--- src/rtl/seq_pkg.sv ---
package seq_pkg;
  localparam int unsigned OP_W   = 8;
  localparam int unsigned FLAG_N = 4;

  typedef enum logic [1:0] {ST_FETCH, ST_EXEC, ST_OPND, ST_OPND2} state_e;

  typedef enum logic [3:0] {
    K_NOP, K_INC, K_DEC, K_SBR, K_STR, K_GLO, K_GHI, K_PLO,
    K_PHI, K_QSET, K_LBR, K_LDX, K_OR, K_LDI, K_SETP, K_SETX
  } kind_e;

  typedef struct packed {
    kind_e      kind;
    logic [3:0] n;
  } ctl_t;
endpackage

--- src/rtl/seq_decode.sv ---
module seq_decode
  import seq_pkg::*;
(
  input  logic [OP_W-1:0] op_i,
  output ctl_t            ctl_o
);
  always_comb begin
    ctl_o.n    = op_i[3:0];
    ctl_o.kind = K_NOP;
    case (op_i[7:4])
      4'h1: ctl_o.kind = K_INC;
      4'h2: ctl_o.kind = K_DEC;
      4'h3: ctl_o.kind = K_SBR;
      4'h5: ctl_o.kind = K_STR;
      4'h6: ctl_o.kind = K_GLO;
      4'h7: ctl_o.kind = K_GHI;
      4'h8: ctl_o.kind = K_PLO;
      4'h9: ctl_o.kind = K_PHI;
      4'hA: ctl_o.kind = K_QSET;
      4'hB: ctl_o.kind = K_LBR;
      4'hC: begin
        case (op_i[3:0])
          4'h0:    ctl_o.kind = K_LDX;
          4'h1:    ctl_o.kind = K_OR;
          4'h2:    ctl_o.kind = K_LDI;
          default: ctl_o.kind = K_NOP;
        endcase
      end
      4'hD: ctl_o.kind = K_SETP;
      4'hE: ctl_o.kind = K_SETX;
      default: ctl_o.kind = K_NOP;
    endcase
  end
endmodule

--- src/rtl/seq_cond.sv ---
module seq_cond
  import seq_pkg::*;
(
  input  logic [3:0]        code_i,
  input  logic              q_i,
  input  logic              d_zero_i,
  input  logic [FLAG_N-1:0] flag_i,
  output logic              taken_o
);
  logic base;

  always_comb begin
    case (code_i[2:0])
      3'd0:    base = 1'b1;
      3'd1:    base = q_i;
      3'd2:    base = d_zero_i;
      3'd3:    base = 1'b0;
      default: base = flag_i[code_i[1:0]];
    endcase
    taken_o = base ^ code_i[3];
  end
endmodule

--- src/rtl/seq_regfile.sv ---
module seq_regfile #(
  parameter  int unsigned NREG  = 16,
  parameter  int unsigned REG_W = 16,
  localparam int unsigned IDX_W = $clog2(NREG)
) (
  input  logic             clk_i,
  input  logic             rst_ni,
  input  logic             we_i,
  input  logic [IDX_W-1:0] waddr_i,
  input  logic [REG_W-1:0] wdata_i,
  input  logic [IDX_W-1:0] raddr_p_i,
  input  logic [IDX_W-1:0] raddr_x_i,
  input  logic [IDX_W-1:0] raddr_n_i,
  output logic [REG_W-1:0] rdata_p_o,
  output logic [REG_W-1:0] rdata_x_o,
  output logic [REG_W-1:0] rdata_n_o
);
  logic [REG_W-1:0] regs [NREG];

  always_ff @(posedge clk_i or negedge rst_ni) begin
    if (!rst_ni) begin
      for (int i = 0; i < int'(NREG); i++) regs[i] <= '0;
    end else if (we_i) begin
      regs[waddr_i] <= wdata_i;
    end
  end

  assign rdata_p_o = regs[raddr_p_i];
  assign rdata_x_o = regs[raddr_x_i];
  assign rdata_n_o = regs[raddr_n_i];
endmodule

--- src/rtl/ptr_seq_core.sv ---
module ptr_seq_core
  import seq_pkg::*;
#(
  parameter  int unsigned DATA_W = 8,
  parameter  int unsigned NREG   = 16,
  localparam int unsigned REG_W  = 2 * DATA_W,
  localparam int unsigned IDX_W  = $clog2(NREG)
) (
  input  logic              clk_i,
  input  logic              rst_ni,
  output logic [REG_W-1:0]  mem_addr_o,
  output logic              mem_we_o,
  output logic [DATA_W-1:0] mem_wdata_o,
  input  logic [DATA_W-1:0] mem_rdata_i,
  output logic              fetch_o,
  input  logic [FLAG_N-1:0] flag_i,
  output logic              q_o
);
  state_e            state_q, state_d;
  logic [IDX_W-1:0]  p_q, p_d, x_q, x_d;
  logic [DATA_W-1:0] d_q, d_d, hi_q, hi_d;
  logic [OP_W-1:0]   ir_q;
  logic              q_q, q_d;

  logic              rf_we;
  logic [IDX_W-1:0]  rf_waddr;
  logic [REG_W-1:0]  rf_wdata;
  logic [REG_W-1:0]  pc_val, x_val, n_val;

  logic [OP_W-1:0]   op_sel;
  ctl_t              ctl;
  logic              taken;

  // opcode is decoded straight off the bus in EXEC, from ir_q afterwards
  assign op_sel = (state_q == ST_EXEC) ? mem_rdata_i : ir_q;

  seq_decode u_dec (.op_i(op_sel), .ctl_o(ctl));

  seq_cond u_cond (
    .code_i  (ctl.n),
    .q_i     (q_q),
    .d_zero_i(d_q == '0),
    .flag_i  (flag_i),
    .taken_o (taken)
  );

  seq_regfile #(.NREG(NREG), .REG_W(REG_W)) u_rf (
    .clk_i    (clk_i),
    .rst_ni   (rst_ni),
    .we_i     (rf_we),
    .waddr_i  (rf_waddr),
    .wdata_i  (rf_wdata),
    .raddr_p_i(p_q),
    .raddr_x_i(x_q),
    .raddr_n_i(IDX_W'(ctl.n)),
    .rdata_p_o(pc_val),
    .rdata_x_o(x_val),
    .rdata_n_o(n_val)
  );

  always_comb begin
    state_d     = ST_FETCH;
    rf_we       = 1'b0;
    rf_waddr    = p_q;
    rf_wdata    = pc_val + REG_W'(1);
    mem_addr_o  = pc_val;
    mem_we_o    = 1'b0;
    mem_wdata_o = d_q;
    p_d         = p_q;
    x_d         = x_q;
    d_d         = d_q;
    q_d         = q_q;
    hi_d        = hi_q;
    case (state_q)
      ST_FETCH: begin
        rf_we   = 1'b1;
        state_d = ST_EXEC;
      end
      ST_EXEC: begin
        case (ctl.kind)
          K_INC: begin
            rf_we    = 1'b1;
            rf_waddr = IDX_W'(ctl.n);
            rf_wdata = n_val + REG_W'(1);
          end
          K_DEC: begin
            rf_we    = 1'b1;
            rf_waddr = IDX_W'(ctl.n);
            rf_wdata = n_val - REG_W'(1);
          end
          K_GLO: d_d = n_val[DATA_W-1:0];
          K_GHI: d_d = n_val[REG_W-1:DATA_W];
          K_PLO: begin
            rf_we    = 1'b1;
            rf_waddr = IDX_W'(ctl.n);
            rf_wdata = {n_val[REG_W-1:DATA_W], d_q};
          end
          K_PHI: begin
            rf_we    = 1'b1;
            rf_waddr = IDX_W'(ctl.n);
            rf_wdata = {d_q, n_val[DATA_W-1:0]};
          end
          K_STR: begin
            mem_addr_o = n_val;
            mem_we_o   = 1'b1;
          end
          K_QSET: q_d = ctl.n[0];
          K_SETP: p_d = IDX_W'(ctl.n);
          K_SETX: x_d = IDX_W'(ctl.n);
          K_SBR, K_LDI: state_d = ST_OPND;
          K_LBR: begin
            rf_we   = 1'b1;  // step past the high address byte now
            state_d = ST_OPND;
          end
          K_LDX, K_OR: begin
            mem_addr_o = x_val;
            state_d    = ST_OPND;
          end
          default: ;
        endcase
      end
      ST_OPND: begin
        case (ctl.kind)
          K_LDI: begin
            d_d   = mem_rdata_i;
            rf_we = 1'b1;
          end
          K_SBR: begin
            rf_we = 1'b1;
            if (taken) rf_wdata = {pc_val[REG_W-1:DATA_W], mem_rdata_i};
          end
          K_LDX: d_d = mem_rdata_i;
          K_OR:  d_d = d_q | mem_rdata_i;
          K_LBR: begin
            hi_d    = mem_rdata_i;
            rf_we   = 1'b1;
            state_d = ST_OPND2;
          end
          default: ;
        endcase
      end
      ST_OPND2: begin
        if (taken) begin
          rf_we    = 1'b1;
          rf_wdata = {hi_q, mem_rdata_i};
        end
      end
      default: ;
    endcase
  end

  always_ff @(posedge clk_i or negedge rst_ni) begin
    if (!rst_ni) begin
      state_q <= ST_FETCH;
      p_q     <= '0;
      x_q     <= '0;
      d_q     <= '0;
      q_q     <= 1'b0;
      hi_q    <= '0;
      ir_q    <= '0;
    end else begin
      state_q <= state_d;
      p_q     <= p_d;
      x_q     <= x_d;
      d_q     <= d_d;
      q_q     <= q_d;
      hi_q    <= hi_d;
      if (state_q == ST_EXEC) ir_q <= mem_rdata_i;
    end
  end

  assign fetch_o = (state_q == ST_FETCH);
  assign q_o     = q_q;


  fetch_inc_chk: assert property (@(posedge clk_i) disable iff (!rst_ni)
    (state_q == ST_FETCH) |=> (pc_val == $past(pc_val) + REG_W'(1)));


  sbr_skip_chk: assert property (@(posedge clk_i) disable iff (!rst_ni)
    (state_q == ST_OPND && ctl.kind == K_SBR && !taken)
      |=> (pc_val == $past(pc_val) + REG_W'(1)));


  sbr_page_chk: assert property (@(posedge clk_i) disable iff (!rst_ni)
    (state_q == ST_OPND && ctl.kind == K_SBR && taken)
      |=> (pc_val == {$past(pc_val[REG_W-1:DATA_W]), $past(mem_rdata_i)}));


  lbr_load_chk: assert property (@(posedge clk_i) disable iff (!rst_ni)
    (state_q == ST_OPND2 && taken) |=> (pc_val == {$past(hi_q), $past(mem_rdata_i)}));


  or_merge_chk: assert property (@(posedge clk_i) disable iff (!rst_ni)
    (state_q == ST_OPND && ctl.kind == K_OR) |=> (d_q == ($past(d_q) | $past(mem_rdata_i))));


  q_hold_chk: assert property (@(posedge clk_i) disable iff (!rst_ni)
    (state_q != ST_EXEC) |=> $stable(q_q));


  p_hold_chk: assert property (@(posedge clk_i) disable iff (!rst_ni)
    (state_q != ST_EXEC) |=> $stable(p_q));
endmodule

--- config.mk ---
export PLATFORM = sky130hd
export DESIGN_NAME = ptr_seq_core
export DESIGN_NICKNAME = d
export VERILOG_FILES = /design/src/rtl/seq_pkg.sv /design/src/rtl/seq_decode.sv /design/src/rtl/seq_cond.sv /design/src/rtl/seq_regfile.sv /design/src/rtl/ptr_seq_core.sv
export SDC_FILE = /design/constraint.sdc
export NUM_CORES = 1
export LEC_CHECK = 0
export BUFFER_PORTS_ARGS = -buffer_cell sky130_fd_sc_hd__buf_4
export CAP_MARGIN = 20
export CORE_ASPECT_RATIO = 0.5
export CORE_MARGIN = 3
export CORE_UTILIZATION = 30
export DETAILED_ROUTE_END_ITERATION = 10
export GPL_ROUTABILITY_DRIVEN = 1
export PLACE_DENSITY = 0.43
export SYNTH_ARGS = -nofsm -noshare
export SYNTH_HDL_FRONTEND = slang
export SYNTH_HIERARCHICAL = 1
export SYNTH_SLANG_ARGS = --single-unit
--- constraint.sdc ---
create_clock -name clk_i -period 12.9 [get_ports clk_i]
set_input_delay 0.645 -clock clk_i [delete_from_list [all_inputs] [get_ports clk_i]]
set_output_delay 0.645 -clock clk_i [all_outputs]
set_load 0.005 [all_outputs]
Yosys cells after proc, flatten, opt, wreduce, memory -nomap -nowiden
Cells that the tools add are included.
- register bits after elaboration: 291
- bits of input ports: 14
- output and inout port bits: 27
- word-level logic and storage cells: 132
- $add $sub $neg: 3
- magnitude comparators: 6
- equal/unequal tests: 38
- muxes and demuxes: 39
- bitwise operators: 6
- reductions and logical operators: 17
- operator list (cell ; count):
    $bwmux W256 ; 1
    $bmux W16 S4 ; 3
    $mux W16 ; 11
    $demux W16 S4 ; 1
    $pmux W16 S4 ; 1
    $eq A4 B4 Y1 const B ; 15
    $pmux W4 S13 ; 1
    $pmux W16 S3 ; 1
    $pmux W8 S2 ; 3
    $add A16 B1 Y16 const B ; 2
    $pmux W16 S2 ; 1
    $eq A4 B3 Y1 const B ; 7
    $eq A4 B2 Y1 const B ; 5
    $ge A5 B5 Y1 const B ; 4
    $not A4 Y5 ; 4
    $sub A16 B1 Y16 const B ; 1
    $eq A4 B1 Y1 const B ; 3
    $pmux W4 S3 ; 1
    $reduce_or A5 Y1 ; 2
    $logic_not A8 Y1 ; 1
    $mux W4 ; 2
    $mux W8 ; 1
    $or A8 B8 Y8 ; 1
    $pmux W1 S4 ; 2
    23 further kinds ; 35

Depth between registers and ports, before layout
Gate-level depths: netlist of run 1.
- word-level depth: 15
- gate-level depth with buffers: 24
- depth with buffers taken out: 16

Hierarchy
Netlist of run 1, hierarchy kept.
- modules (own cells, without submodules) (module ; instances ; cells each ; area an instance (sq um) ; sequential area each (sq um)):
    seq_regfile ; 1 ; 986 ; 15371.0 ; 6406.1
    ptr_seq_core ; 1 ; 543 ; 4195.3 ; 875.8
    seq_decode ; 1 ; 31 ; 241.5 ; 0.0
    seq_cond ; 1 ; 10 ; 68.8 ; 0.0

Worst setup path before layout of run 1
OpenSTA, ideal clock, no wires.
- path kind: reg2reg
- from: register state_q[1]
- to: register u_rf/regs[250] (netlist name)
- library setup time: 0.125 ns
- arrival time: 5.308 ns
- data required time: 12.775 ns
- setup slack: 7.466 ns
- cell stages (with the launch flop): 24
- buffers on the path: 7
- period minus slack after synthesis: 5.434 ns
- cell sequence: dfrtp_1 -> inv_1 -> ha_1 -> clkbuf_1 -> clkbuf_1 -> clkbuf_1 -> mux2_2 -> clkbuf_8 -> xnor2_1 -> and3_4 -> o32ai_2 -> or4b_1 -> clkbuf_1 -> buf_2 -> xnor2_1 -> ha_1 -> nand3_1 -> nor4_1 -> a41oi_1 -> xnor2_1 -> a2111oi_0 -> a21oi_1 -> clkbuf_1 -> mux2_4
- RTL lines (element ; RTL line ; source):
    from (decl) ; ptr_seq_core.sv:19 ; state_e state_q, state_d;
    from (signal assigned) ; ptr_seq_core.sv:162 ; state_q <= state_d;
    to (signal, indexed assignment) ; seq_regfile.sv:24 ; regs[waddr_i] <= wdata_i;
    to (decl) ; seq_regfile.sv:18 ; logic [REG_W-1:0] regs [NREG];

Worst setup path in the final report of run 1
- from: register state_q[1]
- to: register u_rf/regs[119] (netlist name)
- elaborated cells on any way between the ends: 65
- classes of those cells: add/sub: 2; order compare: 2; eq/ne: 28; mux: 23; bitwise: 3; reduce/logical: 7
- RTL lines (element ; RTL line ; source):
    $eq A2 B1 Y1 (*) ; ptr_seq_core.sv:35 ; assign op_sel = (state_q == ST_EXEC) ? mem_rdata_i : ir_q;
    $mux W8 (*) ; - ;
    net op_sel[0] ; ptr_seq_core.sv:30 ; logic [OP_W-1:0] op_sel;
    $not A4 Y5 (implied by the code) (*) ; seq_regfile.sv:30 ; assign rdata_n_o = regs[raddr_n_i];
    $bmux W16 S4 (*) ; seq_regfile.sv:30 ;
    $mux W16 (implied by the code) (*) (2 in series) ; seq_regfile.sv:30 ;
    net n_val[2] ; ptr_seq_core.sv:28 ; logic [REG_W-1:0] pc_val, x_val, n_val;
    $sub A16 B1 Y16 / $add A16 B1 Y16 (equally long branches) ; ptr_seq_core.sv:89, ptr_seq_core.sv:84 ;
    $pmux W16 S4 (*) ; ptr_seq_core.sv:80 ; case (ctl.kind)
    $pmux W16 S3 (*) ; ptr_seq_core.sv:74 ; case (state_q)
    net rf_wdata[7] ; ptr_seq_core.sv:27 ; logic [REG_W-1:0] rf_wdata;
    $bwmux W256 (*) ; seq_regfile.sv:24 ;
The timed path passes the listed nets; every way through them passes the cells marked *. The select of a mux whose other input is x is not followed.
A chain may end at the register's enable or synchronous reset.

==> flow_metrics.env, run 1 <==
export IMPL_setup_tns_ns=0
export IMPL_critPathLaunchType="flop"
export IMPL_r2r_setup_slack_ns=6.49
export IMPL_max_freq_mhz=156.1
export IMPL_yosys_area_top_type="dfrtp_1"
export IMPL_coreArea_mm2=0.06524
export IMPL_placed_area_mm2=0.02103
export IMPL_clock_sinks=291
export IMPL_hp_class="primary input to asynchronous set/reset pin"
export IMPL_clockBufferDepth=3
export IMPL_status="finished clean"
export IMPL_die_area_mm2=0.06957
export IMPL_stdcell_area_mm2=0.02216
export IMPL_htreeDepth=2
export IMPL_grtUsageTotal_pct=21.16
export IMPL_synth_warnings=6
export IMPL_cts_hold_buf=0
export IMPL_yosys_area_top_type_share_pct=36.64
export IMPL_overflow=0
export IMPL_pre_cts_ws_ns=6.539
export IMPL_mostFrequentLayoutCell="dfrtp_1"
export IMPL_syn_num_nets=1590
export IMPL_routedWlPerCell_um=30.27
export IMPL_post_dp_hpwl_um=47760
export IMPL_ctsResizeCount=0
export IMPL_area_growth_pct=11.49
export IMPL_stdcell_count=2449
export IMPL_clk_latency_ns=0.54
export IMPL_placed_cells=2387
export IMPL_drc=0
export IMPL_cp_arrival_ns=6.87
export IMPL_setup_viol=0
export IMPL_cts_setup_buffers=0
export IMPL_skew_ns=0.01659
export IMPL_finalHoldViolations=0
export IMPL_port_buffer_count=40
export IMPL_yosys_most_used_dff="dfrtp_1"
export IMPL_setup_ws_ns=6.493
export IMPL_rows=66
export IMPL_synthArstFlopShare_pct=100.0
export IMPL_nNetsFinal=1559
export IMPL_routed_via_density=6.103
export IMPL_drtIter0Drc=1641
export IMPL_crit_fanout=42
export IMPL_power_switching_w=0.003420
export IMPL_vias=14946
export IMPL_antenna_found_initial=1
export IMPL_die_h_um=188.0
export IMPL_cts_root_buf="clkbuf_16"
export IMPL_synth_edff_count=0
export IMPL_drt_total_wl_um=74140
export IMPL_io_pins=41
export IMPL_p_leak_nw=9.133
export IMPL_report_final_slew_viol_count=0
export IMPL_synth_distinct_cells=86
export IMPL_clk_pin_slew_ns=0.06
export IMPL_drv_cap=0
export IMPL_grt_pass1_wl_um=109100
export IMPL_synthCells=1570
export IMPL_pwr_share_seq_pct=22.8
export IMPL_end_kind="flop"
export IMPL_gp_congestion=0.9070
export IMPL_netlist_top_cells_area="dfrtp_1 (37%), mux4_2 (22%), mux2_2 (15%)"
export IMPL_ys_seq_area_share_pct=36.64
export IMPL_switching_share_pct=49.10
export IMPL_finalCritPeriodShare_pct=49.66
export IMPL_initial_utilization_pct=30.47
export IMPL_grt_start_max_net_pins=117
export IMPL_synth_seq_cells=291
export IMPL_synth_area_mm2=0.01988
export IMPL_peakVddDrop_v=0.0001737
export IMPL_p_comb_share_pct=62.7
export IMPL_period_minus_slack_ns=6.407
export IMPL_final_cell_mix="dfrtp_1 (287), mux2_2 (265), mux4_2 (192)"
export IMPL_power_density_mw_per_mm2=314.3
export IMPL_worstSetupPathType="flop to flop"
export IMPL_rsz0062_at_grt="false"
export IMPL_avgSynthCellArea_um2=12.66
export IMPL_final_layout_size_suffix_gt1_share_pct=42.90
export IMPL_p_int_w=0.003545
export IMPL_first_global_vias=15429
export IMPL_max_slew_margin_pct=28.94
export IMPL_ant_nets=0
export IMPL_tritoncts="yes"
export IMPL_required_ns=13.37
export IMPL_dieWidth_um=370.0
export IMPL_clkPwrFrac_pct=14.5
export IMPL_numCtsBuffers=34
export IMPL_firstDrtPassIters=7
export IMPL_worst_pin_slew_ns=1.066
## Yosys cell counts, drive strengths merged, types with 6 or more instances
cell      n
nand3    16
nand2b   11
nor4     11
nor3     17
and3      8
o22ai     7
a22o     10
mux2    287
and2      8
nor2b    14
buf      70
a22oi   125
xor2     10
nand2   115
a31oi     6
dfrtp   291
nor2     54
o21ai    27
a221o    12
or4       8
clkbuf   90
nand4    10
xnor2    24
mux2i    12
ha        6
mux4    192
inv      12
a21oi    31
## metal layers
| metal | share of wire (%) | GRT usage [%] | wire length (um) | vias up |
|---|---|---|---|---|
| met5 | 0 | 0 | 0 | - |
| met4 | 3.5 | 7.114 | 2582 | 0 |
| met3 | 8.1 | 4.916 | 5992 | 157 |
| met2 | 44 | 31.36 | 32380 | 711 |
| met1 | 45 | 30.33 | 33190 | 7952 |
| li1 | - | - | - | 6126 |
## power by group through the flow
stage / sequential, W / clock (W) / combinational [W]
global placement: 0.00156 / 0 / 0.00425
detailed placement: 0.00160 / 0 / 0.00428
global route: 0.00164 / 0.00108 / 0.00460
floorplan: 0.00142 / 0 / 0.00300
finish: 0.00159 / 0.00101 / 0.00437
CTS: 0.00158 / 0.00104 / 0.00430
## registers in the layout, indices dropped and copies added, names as in the netlist
signal and cells:
mem_wdata_o 8, ir_q 8, hi_q 8, state_q 2
u_rf/regs 256, p_q 4, x_q 4, q_o 1
## cell type report
cell class	count	area (um^2)
clock buffers	49	968.4
well taps	884	1106
repair buffers	93	725.7
flip-flops and latches	291	7292
inverters	12	45.04
multi-input cells	1107	11860
diodes	1	2.502
fillers	6403	43080
clock inverters	12	160.2
## through the flow
step | total power, W | utilization (%) | hold WS [ns]
floorplan | 0.004423 | - | 0.3494
global placement | 0.005808 | 32.18 | 0.5011
detailed placement | 0.005881 | 32.24 | 0.5031
CTS | 0.006922 | 33.97 | 0.2228
global route | 0.007321 | 33.97 | 0.2337
finish | 0.006965 | 33.97 | 0.1560
## critical path, cell delays in order, from the launching register on
cell and delay [ns]:
dfrtp_1 0.40, inv_1 0.08, ha_1 0.14, buf_4 0.34, mux2_4 0.73, buf_4 0.78, mux4_2 0.60, a22oi_1 0.17
nand2_1 0.35, or4_4 0.67, o31a_1 0.26, o21ai_1 0.30, xnor2_1 0.16, a21oi_1 0.10, o21ai_2 0.82, mux2_2 0.31
## final timing paths
| check | startpoint | to | cells past startpoint |
|---|---|---|---|
| max in group asynchronous | rst_ni | u_rf/regs[118] | 2 |
| worst min-delay path | rst_ni | u_rf/regs[92] | 1 |
| worst min register to register | hi_q[2] | hi_q[2] | 1 |
| worst max-delay path | state_q[1] | u_rf/regs[119] | 15 |
| worst max register to register | state_q[1] | u_rf/regs[119] | 15 |
| min in group clk_i | mem_rdata_i[3] | hi_q[3] | 2 |
## logic make-up after synthesis
group	count (synthesis)	share of synthesized area, %
fa+ha+maj	6	0.3777
xor+xnor	34	1.498
simple gates	296	7.818
mux	491	39.00
flops	291	36.64
compound gates	280	10.48
buf+inv	172	4.192
(Power assumes the default switching activity.)
==> run 2: changes to the inputs <==
PLACE_DENSITY = 0.45   (was 0.43)
clock period = 5.2 ns   (was 12.9 ns; I/O delays follow)
==> run 2 against run 1 <==
Compared with the run above: non-clock buffer count is 70 higher; clock power grew to 2.6 times the previous value; hold slack worse by 0.13 ns; critical endpoint is now u_rf/regs[174].
==> flow_metrics.env, run 2 (synthesis results as in run 1) <==
export IMPL_dieWidth_um=370.0
export IMPL_antenna_found_initial=0
export IMPL_max_freq_mhz=202.7
export IMPL_grtUsageTotal_pct=20.67
export IMPL_tritoncts="yes"
export IMPL_die_area_mm2=0.06957
export IMPL_placed_area_mm2=0.02179
export IMPL_drtIter0Drc=1639
export IMPL_hp_class="primary input to flop"
export IMPL_vias=14960
export IMPL_first_global_vias=15052
export IMPL_critPathLaunchType="flop"
export IMPL_clk_latency_ns=0.56
export IMPL_mostFrequentLayoutCell="dfrtp_1"
export IMPL_overflow=0
export IMPL_status="finished clean"
export IMPL_io_pins=41
export IMPL_drt_total_wl_um=72430
export IMPL_finalCritPeriodShare_pct=94.89
export IMPL_grt_met2_usage_pct=30.25
export IMPL_grt_pass1_wl_um=107400
export IMPL_grt_start_max_net_pins=109
export IMPL_post_dp_hpwl_um=49260
export IMPL_routed_via_density=5.934
export IMPL_clock_sinks=291
export IMPL_top_usage_layer="met1"
export IMPL_period_minus_slack_ns=4.934
export IMPL_r2r_setup_slack_ns=0.27
export IMPL_p_leak_nw=9.598
export IMPL_setup_viol=0
export IMPL_finalHoldViolations=0
export IMPL_area_growth_pct=15.86
export IMPL_drc=0
export IMPL_cpMaxStageDelayCell="or4_4"
export IMPL_final_cell_mix="dfrtp_1 (287), mux2_2 (265), mux4_2 (192)"
export IMPL_peakVddDrop_v=0.0003293
export IMPL_port_buffer_count=40
export IMPL_n_fill_cell=6397
export IMPL_max_slew_margin_pct=24.87
export IMPL_end_kind="flop"
export IMPL_worstSetupPathType="flop to flop"
export IMPL_setup_tns_ns=0
export IMPL_cts_root_buf="clkbuf_16"
export IMPL_drv_cap=0
export IMPL_clk_pin_slew_ns=0.07
export IMPL_coreArea_mm2=0.06524
export IMPL_stdcell_area_mm2=0.02303
export IMPL_htreeDepth=2
export IMPL_die_h_um=188.0
export IMPL_firstDrtPassIters=5
export IMPL_cpMostUsedCell="buf_12"
export IMPL_rsz0062_at_grt="false"
export IMPL_cp_arrival_ns=5.35
export IMPL_initial_utilization_pct=30.47
export IMPL_ant_nets=0
export IMPL_max_stage_delay_ns=0.64
export IMPL_largest_register_ffs=256
export IMPL_gp_congestion=0.9260
export IMPL_use_met3_pct=4.365
export IMPL_worst_pin_slew_ns=1.127
export IMPL_clockBufferDepth=3
export IMPL_worstPathCellList="inv_1, ha_2, mux2_4, buf_12, buf_12, mux4_2, a22oi_1, nand2_1, or4_4, o311a_1, o22a_1, o2111ai_1, o311ai_1, o22a_1, buf_12, mux2_2"
export IMPL_required_ns=5.62
export IMPL_final_layout_size_suffix_gt1_share_pct=45.84
export IMPL_whs_ns=0.03023
export IMPL_rows=66
export IMPL_skew_ns=0.02815
export IMPL_crit_fanout=20
export IMPL_power_density_mw_per_mm2=783.9
export IMPL_report_final_slew_viol_count=0
export IMPL_routedWlPerCell_um=28.73
export IMPL_grtUsageMet1_pct=31.05
export IMPL_numCtsBuffers=35
export IMPL_nNetsFinal=1630
export IMPL_regMostFlops="u_rf/regs"
==> run 2: changes by cell type in the layout (fill, tap and decap cells not counted), moves of 4 or more <==
cell	delta
buf_4	+49
buf_12	+21
clkbuf_1	-4
clkbuf_8	+4
==> run 2: metrics by stage <==
| step | utilization, % | total power (W) | std cells | worst slack [ns] |
|---|---|---|---|---|
| global route | 35.30 | 0.01901 | 2520 | 0.01228 |
| global placement | 33.40 | 0.01530 | 2456 | 0.1282 |
| floorplan | - | 0.01098 | 1570 | 0.07328 |
| detailed placement | 33.40 | 0.01528 | 2456 | 0.1319 |
| finish | 35.30 | 0.01805 | 2521 | 0.2658 |
| CTS | 35.26 | 0.01796 | 2520 | 0.09476 |
==> run 2: report_power, final <==
group / switching [W] / leakage, nW / internal, W
Combinational: 0.00650 / 5.11 / 0.00500
Clock: 0.00108 / 0.593 / 0.00152
Sequential: 0.000907 / 3.90 / 0.00305
Total: 0.00848 / 9.60 / 0.00957
==> run 2: path summary, 6_finish.rpt <==
path                                start        endpoint  cells after the start
min                        mem_rdata_i[2]         hi_q[2]                      2
min reg2reg                       hi_q[7]         hi_q[7]                      1
max reg2reg                    state_q[1]  u_rf/regs[174]                     16
min in group asynchronous          rst_ni   u_rf/regs[61]                      2
max                            state_q[1]  u_rf/regs[174]                     16
max in group asynchronous          rst_ni   u_rf/regs[16]                      3
==> run 2: layout make-up <==
class	count	area (um^2)	area share, %
clock buffer	49	1008	4.379
inverter	12	45.04	0.1956
sequential	291	7297	31.69
clock inverter	14	192.7	0.8367
tap	884	1106	4.803
antenna	1	2.502	0.01087
timing repair buffer	163	1496	6.498
multi-input combinational	1107	11880	51.59
==> run 2: repair_timing <==
action                     4_1_cts  5_1_grt
hold endpoints to repair       103        0
buffers inserted                 0        0
gates resized for setup          0        7
hold buffers                     1        0
setup endpoints to repair        0      175
==> run 2: layer usage <==
| layer | vias to the layer above | wire [um] |
|---|---|---|
| met3 | 104 | 5798 |
| li1 | 6285 | - |
| met5 | - | 0 |
| met2 | 620 | 31350 |
| met1 | 7951 | 33550 |
| met4 | 0 | 1731 |
==> run 2: critical path: cells and delay by family (launching register included) <==
family / cells / cell delay, ns
AND/OR/NAND/NOR: 2 / 0.84
flip-flops: 1 / 0.40
buffers and inverters: 4 / 0.68
multiplexers: 3 / 1.02
adder cells (fa/ha/maj): 1 / 0.32
AO/OA/AOI/OAI: 6 / 1.50
==> run 3: changes to the inputs <==
CORE_UTILIZATION = 55   (was 30)
HOLD_SLACK_MARGIN = 0.06   (was default)
PLACE_DENSITY = 0.73   (was 0.45)
==> run 3 against run 2 <==
Compared with the run above: hold slack improved by 0.31 ns; critical endpoint is now u_rf/regs[213]; sequential share of layout area up 1.2 points; cell count down 17%; maximum frequency down 1.8%; non-clock buffer count fell by 1; utilization increased by 28 points; setup slack worse by 0.092 ns.
==> flow_metrics.env, run 3 (synthesis results as in run 1) <==
export IMPL_status="finished clean"
export IMPL_clockBufferDepth=3
export IMPL_nNetsFinal=1623
export IMPL_cpMaxStageDelayCell="a221o_1"
export IMPL_overflow=0
export IMPL_final_layout_size_suffix_gt1_share_pct=44.70
export IMPL_rr_startpoint="state_q[1]"
export IMPL_regToRegEndpoint="u_rf/regs[213]"
export IMPL_cp_arrival_ns=5.50
export IMPL_final_cell_mix="dfrtp_1 (287), mux2_2 (264), mux4_2 (192)"
export IMPL_firstDrtPassIters=8
export IMPL_port_buffer_count=40
export IMPL_io_pins=41
export IMPL_numCtsBuffers=29
export IMPL_first_global_vias=15961
export IMPL_pre_cts_ws_ns=-0.01296
export IMPL_max_freq_mhz=199.0
export IMPL_mostFrequentLayoutCell="dfrtp_1"
export IMPL_die_area_mm2=0.03860
export IMPL_ant_nets=0
export IMPL_cts_root_buf="clkbuf_16"
export IMPL_seq_area_mm2=0.007292
export IMPL_setup_viol=0
export IMPL_drc=0
export IMPL_worstPathCellList="inv_1, ha_2, mux2_2, and2_1, a22oi_1, nand2_1, buf_4, buf_4, or4_1, a21oi_1, a21oi_1, xnor2_1, o221ai_1, a221o_1, mux2_2"
export IMPL_period_minus_slack_ns=5.026
export IMPL_r2r_setup_slack_ns=0.17
export IMPL_die_h_um=140.4
export IMPL_crit_end="u_rf/regs[213]"
export IMPL_vias=15792
export IMPL_grt_pass1_wl_um=99970
export IMPL_drt_total_wl_um=66610
export IMPL_startpoint="state_q[1]"
export IMPL_cts_setup_buffers=0
export IMPL_routedWlPerCell_um=31.75
export IMPL_worstSetupPathType="flop to flop"
export IMPL_coreArea_mm2=0.03501
export IMPL_grtUsageTotal_pct=34.72
export IMPL_regMostFlops="u_rf/regs"
export IMPL_rr_worst_depth=15
export IMPL_finalHoldViolations=0
export IMPL_dieWidth_um=274.8
export IMPL_routed_via_density=7.527
export IMPL_drv_cap=0
export IMPL_clk_latency_ns=0.60
export IMPL_drtIter0Drc=2739
export IMPL_worst_pin_slew_ns=1.058
export IMPL_crit_fanout=16
export IMPL_gp_congestion=1.010
export IMPL_area_growth_pct=11.53
export IMPL_largest_register_ffs=256
export IMPL_multi_input_area_mm2=0.01185
export IMPL_n_fill_cell=2582
export IMPL_hp_class="primary input to asynchronous set/reset pin"
export IMPL_finalCritPeriodShare_pct=96.65
export IMPL_initial_utilization_pct=56.77
export IMPL_clk_pin_slew_ns=0.07
export IMPL_required_ns=5.67
export IMPL_antenna_found_initial=0
export IMPL_rows=48
export IMPL_skew_ns=0.01725
export IMPL_clock_sinks=291
export IMPL_max_stage_delay_ns=0.67
export IMPL_report_final_slew_viol_count=0
export IMPL_end_kind="flop"
export IMPL_max_slew_margin_pct=29.48
export IMPL_grt_start_max_net_pins=123
export IMPL_tritoncts="yes"
export IMPL_htreeDepth=1
export IMPL_critPathLaunchType="flop"
export IMPL_post_dp_hpwl_um=44460
export IMPL_setup_ws_ns=0.1743
## run 3: worst min path at each step
stage	cells past startpoint	slack, ns	start	end
2_1_floorplan	0	-0.04	rst_ni	hi_q[0]
6_report	2	0.34	rst_ni	u_rf/regs[55]
3_3_place_gp	1	0.42	rst_ni	u_rf/regs[119]
4_1_cts	2	0.42	rst_ni	u_rf/regs[102]
3_5_place_dp	1	0.43	rst_ni	u_rf/regs[87]
5_1_grt	2	0.42	rst_ni	u_rf/regs[119]
## run 3: area by class of cell
class,count,area share [%]
Antenna cell,1,0.01129
Clock buffer,38,3.742
Clock inverter,12,0.8354
Inverter,12,0.2032
Multi-Input combinational cell,1107,53.43
Sequential cell,291,32.89
Tap cell,475,2.681
Timing Repair Buffer,162,6.197
## run 3: what timing repair did
| action | in CTS | in global routing |
|---|---|---|
| hold endpoints to repair | 126 | 0 |
| resized for setup | 1 | 8 |
| hold buffers | 9 | 0 |
| endpoints found under the setup margin | 16 | 179 |
## run 3: worst max-delay path: cells and delay by family, from the launching register on
| kind | cells | cell delay (ns) |
|---|---|---|
| AO/OA/AOI/OAI | 5 | 1.36 |
| AND/OR/NAND/NOR | 3 | 1.14 |
| flip-flops | 1 | 0.41 |
| XOR/XNOR | 1 | 0.19 |
| buffers and inverters | 3 | 0.54 |
| multiplexers | 2 | 0.90 |
| adder cells (fa/ha/maj) | 1 | 0.32 |
## run 3: metal layers
| metal | share of wire (%) | global-route usage [%] | wire (um) |
|---|---|---|---|
| met1 | 37 | 46.84 | 24590 |
| met2 | 43 | 50.97 | 28880 |
| met3 | 14 | 12.05 | 9452 |
| met4 | 5.5 | 15.81 | 3687 |
| met5 | 0 | 0 | 0 |
## run 3: stage by stage
stage | cells | utilization (%) | hold WS (ns) | TNS (ns) | cell area [um^2]
final | 2098 | 63.31 | 0.3426 | 0 | 22170
after global routing | 2097 | 63.30 | 0.4172 | -0.06285 | 22170
after CTS | 2095 | 63.19 | 0.4186 | 0 | 22130
after detailed placement | 2036 | 60.02 | 0.4312 | -0.06488 | 21020
after global placement | 2034 | 59.96 | 0.4187 | 0 | 20990
after floorplan | 1570 | - | -0.03559 | 0 | 19880
Power of run 3 is not shown: default switching activity piles up to over one toggle a cycle in this logic, so the estimate is an artifact.
